[src/rtl/ust_pkg.sv]
package ust_pkg;
  localparam int DW = 8;
  // status bit positions (software decodes these)
  localparam int S_TEND = 6;
  localparam int S_TDE  = 5;
  localparam int S_BRK  = 4;
  localparam int S_RDF  = 1;
  localparam int S_DR   = 0;
  // control bit positions
  localparam int C_TXEN = 5;
  localparam int C_RIE  = 6;
  localparam int C_TIE  = 7;
  localparam logic [DW-1:0] CTRL_RESET = 8'h20;

  typedef struct packed {
    logic tend;
    logic tde;
    logic brk;
    logic rdf;
    logic dr;
  } ust_flags_t;

  localparam ust_flags_t FLAGS_RESET = '{tend: 1'b1, tde: 1'b1, brk: 1'b0, rdf: 1'b0, dr: 1'b0};

  function automatic logic [DW-1:0] pack_status(input ust_flags_t f);
    logic [DW-1:0] w;
    w = '0;
    w[S_TEND] = f.tend;
    w[S_TDE]  = f.tde;
    w[S_BRK]  = f.brk;
    w[S_RDF]  = f.rdf;
    w[S_DR]   = f.dr;
    return w;
  endfunction

  // flags that a status write with this value clears
  function automatic ust_flags_t clear_mask(input logic [DW-1:0] w);
    ust_flags_t m;
    m.tend = ~w[S_TEND];
    m.tde  = ~w[S_TDE];
    m.brk  = ~w[S_BRK];
    m.rdf  = ~w[S_RDF];
    m.dr   = ~w[S_DR];
    return m;
  endfunction

  // merge: a set always wins over a clear in the same cycle
  function automatic ust_flags_t merge_flags(input ust_flags_t cur, input ust_flags_t set,
                                             input ust_flags_t clr);
    return set | (cur & ~clr);
  endfunction
endpackage

[src/rtl/ust_decode.sv]
module ust_decode #(
  parameter int AW = 3,
  parameter logic [AW-1:0] A_CTRL = 3'd1,
  parameter logic [AW-1:0] A_TXD  = 3'd2,
  parameter logic [AW-1:0] A_STAT = 3'd3
) (
  input  logic          clk,
  input  logic          rst_n,
  input  logic [AW-1:0] addr,
  input  logic          wr_en,
  input  logic          rd_en,
  output logic          wr_ctrl,
  output logic          wr_txd,
  output logic          wr_stat,
  output logic          rd_ctrl,
  output logic          rd_stat,
  output logic          rd_unmapped
);
  logic hit_ctrl, hit_txd, hit_stat;
  assign hit_ctrl = (addr == A_CTRL);
  assign hit_txd  = (addr == A_TXD);
  assign hit_stat = (addr == A_STAT);

  assign wr_ctrl = wr_en & hit_ctrl;
  assign wr_txd  = wr_en & hit_txd;
  assign wr_stat = wr_en & hit_stat;
  assign rd_ctrl = rd_en & hit_ctrl;
  assign rd_stat = rd_en & hit_stat;
  assign rd_unmapped = rd_en & ~hit_ctrl & ~hit_stat;

  // at most one register strobe per access
  p_one_target_r11: assert property (@(posedge clk) disable iff (!rst_n)
    $onehot0({wr_ctrl, wr_txd, wr_stat}));
endmodule

[src/rtl/ust_ctrl.sv]
module ust_ctrl
  import ust_pkg::*;
(
  input  logic          clk,
  input  logic          rst_n,
  input  logic          wr_ctrl,
  input  logic          wr_txd,
  input  logic [DW-1:0] wdata,
  output logic [DW-1:0] ctrl_q,
  output logic          txen,
  output logic          rie,
  output logic          tie,
  output logic          ctl_txen_off,
  output logic          ctl_rie_off,
  output logic          tx_load,
  output logic [DW-1:0] tx_byte
);
  always_ff @(posedge clk or negedge rst_n) begin
    if (!rst_n) begin
      ctrl_q  <= CTRL_RESET;
      tx_byte <= '0;
      tx_load <= 1'b0;
    end else begin
      if (wr_ctrl) ctrl_q <= wdata;
      if (wr_txd)  tx_byte <= wdata;
      tx_load <= wr_txd;
    end
  end

  assign txen = ctrl_q[C_TXEN];
  assign rie  = ctrl_q[C_RIE];
  assign tie  = ctrl_q[C_TIE];
  assign ctl_txen_off = wr_ctrl & ~wdata[C_TXEN];
  assign ctl_rie_off  = wr_ctrl & ~wdata[C_RIE];

  // the byte is presented with a load pulse
  p_load_byte_r5: assert property (@(posedge clk) disable iff (!rst_n)
    wr_txd |=> tx_load && tx_byte == $past(wdata));
  // control value is held between writes
  p_ctrl_hold_r8: assert property (@(posedge clk) disable iff (!rst_n)
    !wr_ctrl |=> $stable(ctrl_q));
endmodule

[src/rtl/ust_flags.sv]
module ust_flags
  import ust_pkg::*;
(
  input  logic          clk,
  input  logic          rst_n,
  input  logic          wr_stat,
  input  logic          wr_txd,
  input  logic          rd_stat,
  input  logic [DW-1:0] wdata,
  input  logic          txen,
  input  logic          ctl_txen_off,
  input  logic          ev_brk,
  input  logic          ev_rx_trig,
  input  logic          ev_rx_ready,
  output ust_flags_t    flags_q,
  output logic [DW-1:0] status_word
);
  ust_flags_t set_v, clr_v, wmask;
  logic rearm;

  assign rearm = rd_stat & txen;
  assign wmask = wr_stat ? clear_mask(wdata) : '0;

  always_comb begin
    set_v      = '0;
    set_v.tend = rearm | ctl_txen_off;
    set_v.tde  = rearm;
    set_v.brk  = ev_brk;
    set_v.rdf  = ev_rx_trig;
    set_v.dr   = ev_rx_ready;
    clr_v      = wmask;
    clr_v.tde  = wmask.tde | wr_txd;
  end

  always_ff @(posedge clk or negedge rst_n) begin
    if (!rst_n) flags_q <= FLAGS_RESET;
    else        flags_q <= merge_flags(flags_q, set_v, clr_v);
  end

  assign status_word = pack_status(flags_q);

  // reserved bits never set
  p_reserved_zero_r2: assert property (@(posedge clk) disable iff (!rst_n)
    (status_word & 8'h8C) == 8'h00);
  // transmit data write empties the holding flag
  p_txd_clears_r5: assert property (@(posedge clk) disable iff (!rst_n)
    (wr_txd && !rearm) |=> !flags_q.tde);
  // disabling the transmitter marks it finished
  p_txoff_tend_r6: assert property (@(posedge clk) disable iff (!rst_n)
    ctl_txen_off |=> flags_q.tend);
  // status read with transmitter on re-arms both flags
  p_rearm_r7: assert property (@(posedge clk) disable iff (!rst_n)
    rearm |=> flags_q.tend && flags_q.tde);
  // events win over a clearing write
  p_event_wins_r10: assert property (@(posedge clk) disable iff (!rst_n)
    (ev_brk || ev_rx_trig) |=> (flags_q.brk || !$past(ev_brk)) && (flags_q.rdf || !$past(ev_rx_trig)));
  // ones in a status write keep flags that had no other cause to change
  p_keep_ones_r3: assert property (@(posedge clk) disable iff (!rst_n)
    (wr_stat && wdata[S_BRK] && flags_q.brk) |=> flags_q.brk);
endmodule

[src/rtl/ust_irq.sv]
module ust_irq
  import ust_pkg::*;
(
  input  logic          clk,
  input  logic          rst_n,
  input  logic          wr_stat,
  input  logic [DW-1:0] wdata,
  input  logic          rie,
  input  logic          tie,
  input  logic          ctl_rie_off,
  input  logic          ev_rx_trig,
  output logic          rx_irq,
  output logic          tx_irq
);
  logic rx_set, rx_clr, stat_rx_clr;

  assign stat_rx_clr = wr_stat & (~wdata[S_RDF] | ~wdata[S_DR]);
  assign rx_set = ev_rx_trig & rie;
  assign rx_clr = stat_rx_clr | ctl_rie_off;

  always_ff @(posedge clk or negedge rst_n) begin
    if (!rst_n)      rx_irq <= 1'b0;
    else if (rx_set) rx_irq <= 1'b1;
    else if (rx_clr) rx_irq <= 1'b0;
  end

  assign tx_irq = tie;

  // status write touching receive flags drops the interrupt
  p_stat_drop_r4: assert property (@(posedge clk) disable iff (!rst_n)
    (stat_rx_clr && !rx_set) |=> !rx_irq);
  // disabling receive interrupts drops the line
  p_rie_off_r8: assert property (@(posedge clk) disable iff (!rst_n)
    (ctl_rie_off && !rx_set) |=> !rx_irq);
  // trigger with enable raises the line
  p_trig_raise_r9: assert property (@(posedge clk) disable iff (!rst_n)
    rx_set |=> rx_irq);
  // the line never rises without a trigger
  p_no_spurious_r9: assert property (@(posedge clk) disable iff (!rst_n)
    !rx_set |=> !$rose(rx_irq));
endmodule

[src/rtl/ust_status_top.sv]
module ust_status_top
  import ust_pkg::*;
#(
  parameter int AW = 3
) (
  input  logic          clk,
  input  logic          rst_n,
  input  logic [AW-1:0] addr,
  input  logic          wr_en,
  input  logic [DW-1:0] wdata,
  input  logic          rd_en,
  output logic [DW-1:0] rd_data,
  input  logic          ev_brk,
  input  logic          ev_rx_trig,
  input  logic          ev_rx_ready,
  output logic          tx_load,
  output logic [DW-1:0] tx_byte,
  output logic          rx_irq,
  output logic          tx_irq
);
  logic wr_ctrl, wr_txd, wr_stat, rd_ctrl, rd_stat, rd_unmapped;
  logic txen, rie, tie, ctl_txen_off, ctl_rie_off;
  logic [DW-1:0] ctrl_q, status_word;
  ust_flags_t flags_q;

  ust_decode #(.AW(AW)) u_dec (
    .clk(clk), .rst_n(rst_n), .addr(addr), .wr_en(wr_en), .rd_en(rd_en),
    .wr_ctrl(wr_ctrl), .wr_txd(wr_txd), .wr_stat(wr_stat),
    .rd_ctrl(rd_ctrl), .rd_stat(rd_stat), .rd_unmapped(rd_unmapped)
  );

  ust_ctrl u_ctrl (
    .clk(clk), .rst_n(rst_n), .wr_ctrl(wr_ctrl), .wr_txd(wr_txd), .wdata(wdata),
    .ctrl_q(ctrl_q), .txen(txen), .rie(rie), .tie(tie),
    .ctl_txen_off(ctl_txen_off), .ctl_rie_off(ctl_rie_off),
    .tx_load(tx_load), .tx_byte(tx_byte)
  );

  ust_flags u_flags (
    .clk(clk), .rst_n(rst_n), .wr_stat(wr_stat), .wr_txd(wr_txd), .rd_stat(rd_stat),
    .wdata(wdata), .txen(txen), .ctl_txen_off(ctl_txen_off),
    .ev_brk(ev_brk), .ev_rx_trig(ev_rx_trig), .ev_rx_ready(ev_rx_ready),
    .flags_q(flags_q), .status_word(status_word)
  );

  ust_irq u_irq (
    .clk(clk), .rst_n(rst_n), .wr_stat(wr_stat), .wdata(wdata),
    .rie(rie), .tie(tie), .ctl_rie_off(ctl_rie_off), .ev_rx_trig(ev_rx_trig),
    .rx_irq(rx_irq), .tx_irq(tx_irq)
  );

  always_comb begin
    if (rd_stat)      rd_data = status_word;
    else if (rd_ctrl) rd_data = ctrl_q;
    else              rd_data = '0;
  end

  // unmapped reads return zero
  p_unmapped_zero_r11: assert property (@(posedge clk) disable iff (!rst_n)
    rd_unmapped |-> rd_data == '0);
  // an unmapped read with no other activity changes nothing
  p_unmapped_quiet_r11: assert property (@(posedge clk) disable iff (!rst_n)
    (rd_unmapped && !wr_en && !ev_brk && !ev_rx_trig && !ev_rx_ready)
      |=> $stable(status_word) && $stable(ctrl_q) && $stable(rx_irq));
  // transmit interrupt tracks the written control bit
  p_tie_follow_r8: assert property (@(posedge clk) disable iff (!rst_n)
    wr_ctrl |=> tx_irq == $past(wdata[C_TIE]));
endmodule

[config.mk]
export PLATFORM = sky130hd
export DESIGN_NAME = ust_status_top
export DESIGN_NICKNAME = d
export VERILOG_FILES = /design/src/rtl/ust_pkg.sv /design/src/rtl/ust_decode.sv /design/src/rtl/ust_ctrl.sv /design/src/rtl/ust_flags.sv /design/src/rtl/ust_irq.sv /design/src/rtl/ust_status_top.sv
export SDC_FILE = /design/constraint.sdc
export NUM_CORES = 1
export LEC_CHECK = 0
export ABC_CLOCK_PERIOD_IN_PS = 3400
export CAP_MARGIN = 10
export CORE_MARGIN = 3
export CORE_UTILIZATION = 49
export CTS_BUF_LIST = sky130_fd_sc_hd__clkbuf_8
export DETAILED_ROUTE_END_ITERATION = 12
export PLACE_DENSITY = 0.87
export SLEW_MARGIN = 10
export SYNTH_ARGS = -nofsm -noshare
export SYNTH_HDL_FRONTEND = slang
export SYNTH_SLANG_ARGS = --single-unit
[constraint.sdc]
create_clock -name clk -period 3.4 [get_ports clk]
set_input_delay 1.02 -clock clk [delete_from_list [all_inputs] [get_ports clk]]
set_output_delay 1.02 -clock clk [all_outputs]
set_load 0.005 [all_outputs]
==> flow_summary.ini <==
[critical_path]
cp-end-kind = primary output
critPathMaxFanout = 3
start_kind = input pin
critical_path_required_ns = 2.38
path_class = input pin to primary output
worstReg2RegEnd = u_flags.flags_q[4]
rr_worst_depth = 3
r2r_slack_ns = 2.36
worstSetupEndpoint = rd_data[2]
cp-startpoint = addr[2]
crit_arrival_ns = 2.43
r2r_start = u_ctrl.ctrl_q[5]

[detailed_routing]
drc = 0
dr_total_vias = 780
viasPerCell = 5.27
drt_first_pass_iters = 4
routed_wl_um = 2550
ant_nets = 0
drt_first_iter_violations = 15
wl_per_cell_um = 17.2

[status]
violations = setup timing
run_status = finished with violations

[sta]
slew_violations = 0
rsz0062_at_grt = yes
finalWorstSetupSlack_ns = -0.0469
worst_pin_slew_ns = 0.912
period_needed_ns = 3.45
fin_worst_skew_ns = 0.000269
maxSlewHeadroom = 0.390
finalSetupViolations = 1
hold_viol = 0
holdWs_ns = 0.489
min_period_over_period = 1.01
fmaxAchievable_ghz = 0.290

[synth]
synth_ff_type = dfrtp_1
synth_cells = 76
ys_async_sr_fraction = 1.00
synth_area_leaders = dfrtp_1, mux2_1, mux2_2
synth_top_family_by_area = multiplexers
synthMuxAreaShare = 0.225
netlist_area_um2 = 1020
yosysTopAreaCell = dfrtp_1
yosys.cell_types.count = 20
synth_edf_count = 0
ys_warn_count = 0
synth.most_common_cell = dfrtp_1
synth.top_cell.area_share = 0.489
postSynthAreaPerCell_um2 = 13.5
synth-seq-cells = 23
synth_compound_area_frac = 0.0416
synthXorXnorAreaFrac = 0
synth-simple-area-share = 0.142
syn_nets = 94
yosys.area_share.adder = 0
yosys-top-cells-count = dfrtp_1, mux2_1, mux2_2, nand2b_1, nor2_1
ys_seq_area_frac = 0.566

[cts]
clk_pin_slew_ns = 0.07
cts.path.max_buffers = 2
cts_tree = done
cts_htree_levels = 1
cts_buffers = 3
cts_root_buffer = clkbuf_8
clk-insertion-delay-late_ns = 0.26
clock-sinks = 23

[die]
die_x_um = 51.7
die-area_um2 = 2670
core-area_um2 = 1840
ios = 37
start_util = 0.556
fp-row-count = 15
die_h_um = 51.7

[global_routing]
grt_pass1_vias = 820
grt_pass1_wl_um = 3970
grt_util_all_layers = 0.206
grt_max_degree = 23
overflow = 0
antenna_found_initial = 0

[layout]
antenna_cells = 0
fillCellCount = 112
finalNonFillerCells = 148
final_area_um2 = 1540
nets = 142
regArea_um2 = 579
multi_input_area_um2 = 438
layout-drive-gt1-share = 0.260
areaGrowthSynthToFinish_pct = 50.4

[placement]
gp_congestion = 0.759
dpl.cell_count = 139
dp_hpwl_um = 1680
portBuffers = 36
place_area_um2 = 1440

[power_and_ir_drop]
power.density_nw_per_um2 = 453
power_leakage_nw = 0.694
ir_worst_vdd_mv = 0.339
finalPower_mw = 0.697

[run]
drv_cap = 0

[worst_hold_path]
hold_class = register to register
-- cells in the final DEF, fill, tap and decap left out, types with 2 or more instances in the layout --
cell / netlist / routed
mux2i_1: 5 / 5
dfrtp_1: 20 / 20
dfstp_2: 3 / 3
mux2_2: 8 / 8
clkbuf_8: 0 / 3
clkdlybuf4s50_1: 0 / 28
buf_4: 2 / 8
nor3b_2: 0 / 3
dlygate4sd2_1: 0 / 5
and4bb_1: 2 / 2
nand2b_1: 6 / 6
dlymetal6s2s_1: 0 / 2
nor2_2: 0 / 2
nor2_1: 6 / 4
mux2_1: 8 / 8
o21ai_0: 4 / 4
-- logic make-up (layout without fill, tap and decap cells) --
logic type      after synthesis  count (layout)
mux                          21              21
compound gates                7               7
simple gates                 22              22
buf+inv                       3              50
flops                        23              23
-- worst min path at each step --
| stage | from | to | slack, ns | depth (start not counted) |
|---|---|---|---|---|
| 2_1_floorplan | u_flags.flags_q[3] | u_flags.flags_q[3] | 0.46 | 2 |
| 4_1_cts | u_flags.flags_q[3] | u_flags.flags_q[3] | 0.49 | 2 |
| 5_1_grt | u_ctrl.tx_byte[0] | u_ctrl.tx_byte[0] | 0.52 | 1 |
| 3_3_place_gp | u_ctrl.tx_byte[2] | u_ctrl.tx_byte[2] | 0.47 | 1 |
| 6_report | u_ctrl.tx_byte[7] | u_ctrl.tx_byte[7] | 0.49 | 1 |
| 3_5_place_dp | u_ctrl.tx_byte[1] | u_ctrl.tx_byte[1] | 0.48 | 1 |
-- cell type report --
| type | instances | area share |
|---|---|---|
| Clock inverter | 1 | 0.00244 |
| Multi-Input combinational cell | 50 | 0.285 |
| Tap cell | 25 | 0.0203 |
| Sequential cell | 23 | 0.376 |
| Clock buffer | 3 | 0.0268 |
| Timing Repair Buffer | 46 | 0.289 |
-- per-stage QoR --
| step | utilization | setup slack (ns) | TNS [ns] |
|---|---|---|---|
| final | 0.837 | -0.0469 | -0.0469 |
| after global routing | 0.837 | -0.129 | -0.153 |
| after CTS | 0.810 | -0.166 | -0.459 |
| after detailed placement | 0.782 | -0.251 | -1.63 |
| after global placement | 0.782 | -0.195 | -1.23 |
| after floorplan | - | 0.821 | 0 |
-- power by group --
part	total [mW]	switching, mW	internal, mW
Clock	0.160	0.0800	0.0805
Sequential	0.360	0.0288	0.332
Combinational	0.176	0.0594	0.117
-- sequential cells by signal (all words and copies together), names as in the netlist --
register / count
u_ctrl.tx_byte: 8
u_ctrl.ctrl_q: 8
u_ctrl.tx_load: 1
u_irq.rx_irq: 1
u_flags.flags_q: 5
-- per-layer routing --
layer	share of wire	global-route usage
met5	0	0
met4	0.0079	0.0655
met3	0.043	0.0344
met2	0.54	0.386
met1	0.41	0.235
-- timing repair --
item                                    4_1_cts  5_1_grt
hold buffers                                  0        0
pin swaps                                     1        2
gates resized for setup                       8        8
endpoints found under the setup margin        8        5
buffers inserted                              1        4
gates cloned                                  0        0
-- critical path, stage by stage --
cell             delay (ns)
clkdlybuf4s50_1        0.42
nand3b_1               0.25
nor3b_2                0.22
clkdlybuf4s50_1        0.52
Power figures use the tool's default switching activity.
